<file path="src/rtl/sram_async_ctrl.sv">
module sram_async_ctrl #(
  parameter int AW       = 20,
  parameter int DW       = 8,
  parameter int CLK_NS   = 10,
  parameter int T_RC_NS  = 45,
  parameter int T_WC_NS  = 45,
  parameter int T_PWE_NS = 35
) (
  input  logic          clk,
  input  logic          rst_n,
  input  logic          req,
  input  logic          wr,
  input  logic [AW-1:0] addr,
  input  logic [DW-1:0] wdata,
  input  logic          sleep,
  output logic          rdy,
  output logic [DW-1:0] rdata,
  output logic [AW-1:0] mem_addr,
  output logic          mem_ce1_n,
  output logic          mem_ce2,
  output logic          mem_we_n,
  output logic          mem_oe_n,
  output logic [DW-1:0] mem_dq_out,
  input  logic [DW-1:0] mem_dq_in,
  output logic          mem_dq_oe
);
  localparam int NR   = (T_RC_NS + CLK_NS - 1) / CLK_NS;
  localparam int NWC  = (T_WC_NS + CLK_NS - 1) / CLK_NS;
  localparam int NPW  = (T_PWE_NS + CLK_NS - 1) / CLK_NS;
  localparam int NW   = (NWC > NPW + 2) ? NWC : NPW + 2;
  localparam int NMAX = (NW > NR) ? NW : NR;
  localparam int CW   = $clog2(NMAX + 1);

  typedef enum logic [2:0] {S_IDLE, S_RD, S_WR, S_SLP, S_RCV} st_t;

  st_t           st;
  logic [CW-1:0] cnt;
  logic [AW-1:0] a_q;
  logic [DW-1:0] d_q;

  always_ff @(posedge clk or negedge rst_n) begin
    if (!rst_n) begin
      st    <= S_IDLE;
      cnt   <= '0;
      rdy   <= 1'b0;
      rdata <= '0;
      a_q   <= '0;
      d_q   <= '0;
    end else begin
      rdy <= 1'b0;
      case (st)
        S_IDLE: begin
          cnt <= '0;
          if (req) begin
            a_q <= addr;
            d_q <= wdata;
            st  <= wr ? S_WR : S_RD;
          end else if (sleep) begin
            st <= S_SLP;
          end
        end
        S_RD: begin
          if (cnt == CW'(NR - 1)) begin
            rdata <= mem_dq_in;
            rdy   <= 1'b1;
            st    <= S_IDLE;
          end else cnt <= cnt + 1'b1;
        end
        S_WR: begin
          if (cnt == CW'(NW - 1)) begin
            rdy <= 1'b1;
            st  <= S_IDLE;
          end else cnt <= cnt + 1'b1;
        end
        S_SLP: begin
          cnt <= '0;
          if (!sleep) st <= S_RCV;
        end
        S_RCV: begin
          if (cnt == CW'(NR - 1)) st <= S_IDLE;
          else cnt <= cnt + 1'b1;
        end
        default: st <= S_IDLE;
      endcase
    end
  end

  assign mem_addr   = a_q;
  assign mem_dq_out = d_q;
  assign mem_ce1_n  = !(st == S_RD || st == S_WR);
  assign mem_ce2    = (st != S_SLP);
  assign mem_we_n   = !(st == S_WR && cnt >= CW'(1) && cnt <= CW'(NPW));
  assign mem_oe_n   = !(st == S_RD && cnt != '0);
  assign mem_dq_oe  = (st == S_WR);
endmodule

</file>
<file path="config.mk">
export PLATFORM = sky130hd
export DESIGN_NAME = sram_async_ctrl
export DESIGN_NICKNAME = d
export VERILOG_FILES = /design/src/rtl/sram_async_ctrl.sv
export SDC_FILE = /design/constraint.sdc
export NUM_CORES = 1
export LEC_CHECK = 0
export ABC_AREA = 0
export ABC_CLOCK_PERIOD_IN_PS = 2410
export BUFFER_PORTS_ARGS = -buffer_cell sky130_fd_sc_hd__buf_4
export CAP_MARGIN = 10
export CORE_ASPECT_RATIO = 1.1
export CORE_MARGIN = 8
export CORE_UTILIZATION = 45
export CTS_CLUSTER_SIZE = 12
export DETAILED_ROUTE_END_ITERATION = 10
export GPL_TIMING_DRIVEN = 0
export PLACE_DENSITY = 0.82
export SKIP_LAST_GASP = 1
export SYNTH_ARGS = -nofsm -noshare
export SYNTH_HDL_FRONTEND = slang
export SYNTH_SLANG_ARGS = --single-unit
</file>
<file path="constraint.sdc">
create_clock -name clk -period 2.41 [get_ports clk]
set_input_delay 0.482 -clock clk [delete_from_list [all_inputs] [get_ports clk]]
set_output_delay 0.482 -clock clk [all_outputs]
set_load 0.02 [all_outputs]
</file>
# After elaboration in Yosys (flattened, before gate mapping)
# Index checks and enable logic that the tools add are counted.
[totals] inputBits=41 elab_cells=51 reg_bits=43
[classes] add_sub_neg=1 reduce_logical=16 eq_ne=13 order_cmp=2 muxes=13
[ops] op="two-way mux 3 bit" count=7
[ops] op="one-hot mux 3 bit (4 select lines)" count=1
[ops] op="equality test 3 bit (second input constant)" count=3
[ops] op="one-hot mux 3 bit (3 select lines)" count=1
[ops] op="equality test 3 x 2 -> 1 bit (second input constant)" count=2
[ops] op="!= test 2 bit (second input constant)" count=3
[ops] op="nonzero test 3 bit" count=2
[ops] op="!= test 2 x 1 -> 1 bit (second input constant)" count=2
[ops] op="AND reduction 2 bit" count=2
[ops] op="AND reduction 4 bit" count=1
[ops] op="OR reduction 2 bit" count=2
[ops] op="adder 3 x 1 -> 3 bit (second input constant)" count=1
[ops] op="equality test 3 x 1 -> 1 bit (second input constant)" count=1
[ops] op="greater-or-equal comparator 3 x 1 -> 1 bit (second input constant)" count=1
[ops] op="less-or-equal comparator 3 bit (second input constant)" count=1
[ops] op="logical AND 1 bit" count=3
[ops] op="logical NOT 1 bit" count=3
[ops] op="logical NOT 3 bit" count=1
[ops] op="!= test 3 x 2 -> 1 bit (second input constant)" count=1
[ops] op="!= test 3 bit (second input constant)" count=1
[ops] op="AND reduction 3 bit" count=1
[ops] op="two-way mux 1 bit" count=2
[ops] op="two-way mux 2 bit" count=1
[ops] op="one-hot mux 1 bit (2 select lines)" count=1
[ops] op="logical OR 1 bit" count=1

# Logic depth before layout (Yosys ltp)
[logic_depth] ltp_word=4 depth_mapped=6 ltp_nobuf=6

# Worst setup path after synthesis
# OpenSTA, ideal clock, no wires.
[synth_timing] path_kind="register to output" from="reg st[1]" to="out mem_we_n" setup_slack_ns=0.701 n_path_buf=1 arrival_time_ns=1.227 path_stages_with_launch=4 required_time_ns=1.928 cell_sequence="dfrtp_1 > buf_4 > nor3b_2 > nand2_1"
[synth_between] elab_chain_len=4
[synth_lines] item="start: declaration" line="36" text="st_t st;"
[synth_lines] item="start signal: assignment" line="57" text="st <= wr ? S_WR : S_RD;"
[synth_lines] item="equality test 3 x 2 -> 1 bit"
[synth_lines] item="via mem_dq_oe" line="25" text="output logic mem_dq_oe"
[synth_lines] item="logical AND 1 bit (2 in series)" line="92" text="assign mem_we_n = !(st == S_WR && cnt >= CW'(1) && cnt <= CW'(NPW));"
[synth_lines] item="logical NOT 1 bit" line="92"
[synth_lines] item="end: declaration" line="21" text="output logic mem_we_n,"
# The timed path passes the listed nets, and every way through them passes these cells.

# Final worst setup path
[layout_timing] from="reg cnt[1]" to="out mem_we_n"
[layout_between] elab_chain_len=4 elab_cells_between_ends=5
[layout_lines] item="start: declaration" line="37" text="logic [CW-1:0] cnt;"
[layout_lines] item="start signal: assignment" line="67" text="end else cnt <= cnt + 1'b1;"
[layout_lines] item="start signal: assignment" line="73" text="end else cnt <= cnt + 1'b1;"
[layout_lines] item="start signal: assignment" line="81" text="else cnt <= cnt + 1'b1;"
[layout_lines] item="greater-or-equal comparator 3 x 1 -> 1 bit" line="92"
[layout_lines] item="logical AND 1 bit" line="92"
[layout_lines] item="logical AND 1 bit (*)" line="92"
[layout_lines] item="logical NOT 1 bit (*)" line="92"
# Every way passes the cells marked *; elsewhere a longest branch is shown, timed or not.

==> impl_results.md <==
- Fmax: 0.500 GHz
- Nets: 266
- Clk Latency, worst-skew pair: 290 ps
- Synth cell types: 31
- Die H: 85.4 um
- Drt wl/cell: 15.9 um
- Hpwl dp: 3380 um
- Worst min path class: in -> async
- CTS Buf Count: 5
- First-pass GRT wire length: 6970 um
- Number of port buffers: 82
- N_diodes: 0
- Ratio of cells with drive above 1 in the final layout: 62.8%
- Worst Setup Path Type: reg -> out
- Number of global-route vias before repair: 1451
- CTS Hold Buffers Added: 0
- Max Fanout on Critical Path: 5
- Top_reg_cell synth: dfrtp_1
- Net Count, Synth: 177
- Post-CTS setup buffer count: 0
- Endpoints failing hold: 0
- Post-cts sizing count: 0
- CP most frequent cell: nand2_1
- Avg Cell Area, Syn: 14.8 um2
- Commonest non-fill, non-tap cell in the layout: buf_4
- CP Cell Sequence: inv_1, ha_1, nand2_1, o21ai_0, nand2_1, buf_4
- Leakage: 1.34 nW
- Setup TNS: 0 ps
- Count of final setup violators: 0
- Grt total ovfl: 0
- Unrepaired setup endpoints after global routing: no
- Top-level I/O count: 83
- Critical Path AT: 1520 ps
- Row count: 25
- Seq/Total Area, Yosys: 54.6%
- Most frequent cells in the layout: 83 x buf_4, 43 x dfrtp_1, 20 x mux2_4, 16 x mux2_2, 7 x clkbuf_8
- Tightest Pin Transition: 529 ps
- Max clock buf depth: 2
- Placer congestion estimate: 0.798
- Post-Syn Instances: 133
- Post-synth EDFFs: 0
- Area delta synth->final: 39.9%
- DRC errors left: 0
- Total power draw: 0.00402 W
- #FFs+latches synth: 43
- Starting Density: 46.3%
- Pwr per Cell Area: 1460 nW/um2
- Slowest-stage cell, CP: dfrtp_1
- First-pass DRT Iterations: 4
- Die footprint: 6760 um2
- Routed vias: 1357
- Reg2Reg Depth: 6
- Synth warnings: 0
- Max-slew headroom: 64.8%
- Slowest stage delay, CP: 420 ps
- Maxcap violations: 0
- Synth Cell Area: 1970 um2
- DR vias/cell: 4.90
- Worst-path clk slew: 80 ps
- Required time worst endpoint: 1930 ps
- H-tree depth: 2
- Clock sinks: 43
- Largest net degree at the start of global routing: 44
- Die Width: 79.1 um
- TritonCTS clock tree: yes
- DRT iter0 DRCs: 24
- Worst vdd ir: 0.000795 V
- Fin crit period: 2000 ps
- Antenna Nets Post-Route: 0
- Worst Skew: 9.26 ps
- Crit. End Element: output pin
- Antenna violations before repair: 0
- Max-slew violations: 0
- Outcome: finished clean
- Final wirelength: 4390 um
- CTS root buffer: clkbuf_8
- Total GRT Usage: 12.9%
- Critical Path Source Type: register
- Final period util: 82.9%
- Async SR Flop Fraction: 100%
- Core ar.: 4250 um2
-- routing by layer --
layer	track usage (%)	wire, um
met1	16.5	2030
met2	19.7	1940
met3	4.86	367
met4	4.05	49
met5	0	0
-- kinds of logic (layout without fill, tap and decap cells) --
logic type | Yosys count | in the layout | share of synthesized area (%)
AND/OR/NAND/NOR | 25 | 25 | 9.14
AO/OA/AOI/OAI | 15 | 15 | 4.89
multiplexers | 36 | 36 | 24.4
buffers and inverters | 10 | 100 | 4.64
adder cells (fa/ha/maj) | 3 | 3 | 1.90
flip-flops | 43 | 43 | 54.6
XOR/XNOR | 1 | 1 | 0.445
-- where the power goes --
part           internal (W)  switching, W
registers           0.00108      0.000205
clock network      0.000260      0.000227
logic               0.00115       0.00109
-- cells in the mapped netlist (2+ instances only) --
| library cell | count | area share [%] |
|---|---|---|
| nor4b_2 | 2 | 1.5 |
| nor3b_2 | 2 | 1.3 |
| buf_12 | 2 | 2.0 |
| mux2_4 | 20 | 15 |
| nor2b_1 | 2 | 0.63 |
| nor2_1 | 3 | 0.57 |
| inv_1 | 3 | 0.57 |
| nand3_1 | 4 | 1.0 |
| ha_1 | 3 | 1.9 |
| buf_2 | 2 | 0.51 |
| o21ai_0 | 6 | 1.5 |
| nand4b_1 | 2 | 0.89 |
| dfrtp_1 | 43 | 55 |
| buf_6 | 2 | 1.1 |
| nand2_1 | 4 | 0.76 |
| a21o_1 | 2 | 0.76 |
| mux2_2 | 16 | 9.1 |
| a21oi_1 | 2 | 0.51 |
-- critical path, delay by kind of cell, from the launching register on --
kind	cells	cell delay, ps
buffers and inverters	2	260
AND/OR/NAND/NOR	2	190
adder cells (fa/ha/maj)	1	260
flip-flops	1	420
AO/OA/AOI/OAI	1	100
-- layout make-up --
class | instances | area [um2]
fill | 356 | 1500
multi-input combinational | 80 | 803
clock inverter | 1 | 7.51
sequential | 43 | 1080
tap | 54 | 67.6
buffer | 7 | 80.1
clock buffer | 7 | 96.3
inverter | 3 | 11.3
timing repair buffer | 82 | 616
-- per-stage QoR --
stage / cell area [um2] / setup slack [ps] / hold slack, ps / std cells / utilization, %
floorplan: 1970 / 701 / 186 / 133 / -
global placement: 2650 / 755 / 490 / 269 / 62.4
detailed placement: 2650 / 728 / 494 / 269 / 62.4
CTS: 2760 / 393 / 180 / 277 / 64.8
global route: 2760 / 267 / 194 / 277 / 64.8
finish: 2760 / 411 / 175 / 277 / 64.8
-- sequential cells by signal, summed over array words and instances, names as in the netlist --
signal and count:
cnt 3, mem_addr 20, st 3, rdy 1, mem_dq_out 8, rdata 8
-- worst paths after layout --
kind	start	end	slack, ps
hold / removal	rst_n	rdata[0]$_DFFE_PN0P_	170
hold reg to reg	rdata[6]$_DFFE_PN0P_	rdata[6]$_DFFE_PN0P_	510
min in group clk	sleep	st[2]$_DFFE_PN0P_	410
setup reg to reg	cnt[0]$_DFFE_PN0P_	cnt[2]$_DFFE_PN0P_	860
setup / recovery	cnt[1]$_DFFE_PN0P_	mem_we_n	410
max in group asynchronous	rst_n	mem_addr[8]$_DFFE_PN0P_	1870
(Power assumes the default switching activity.)
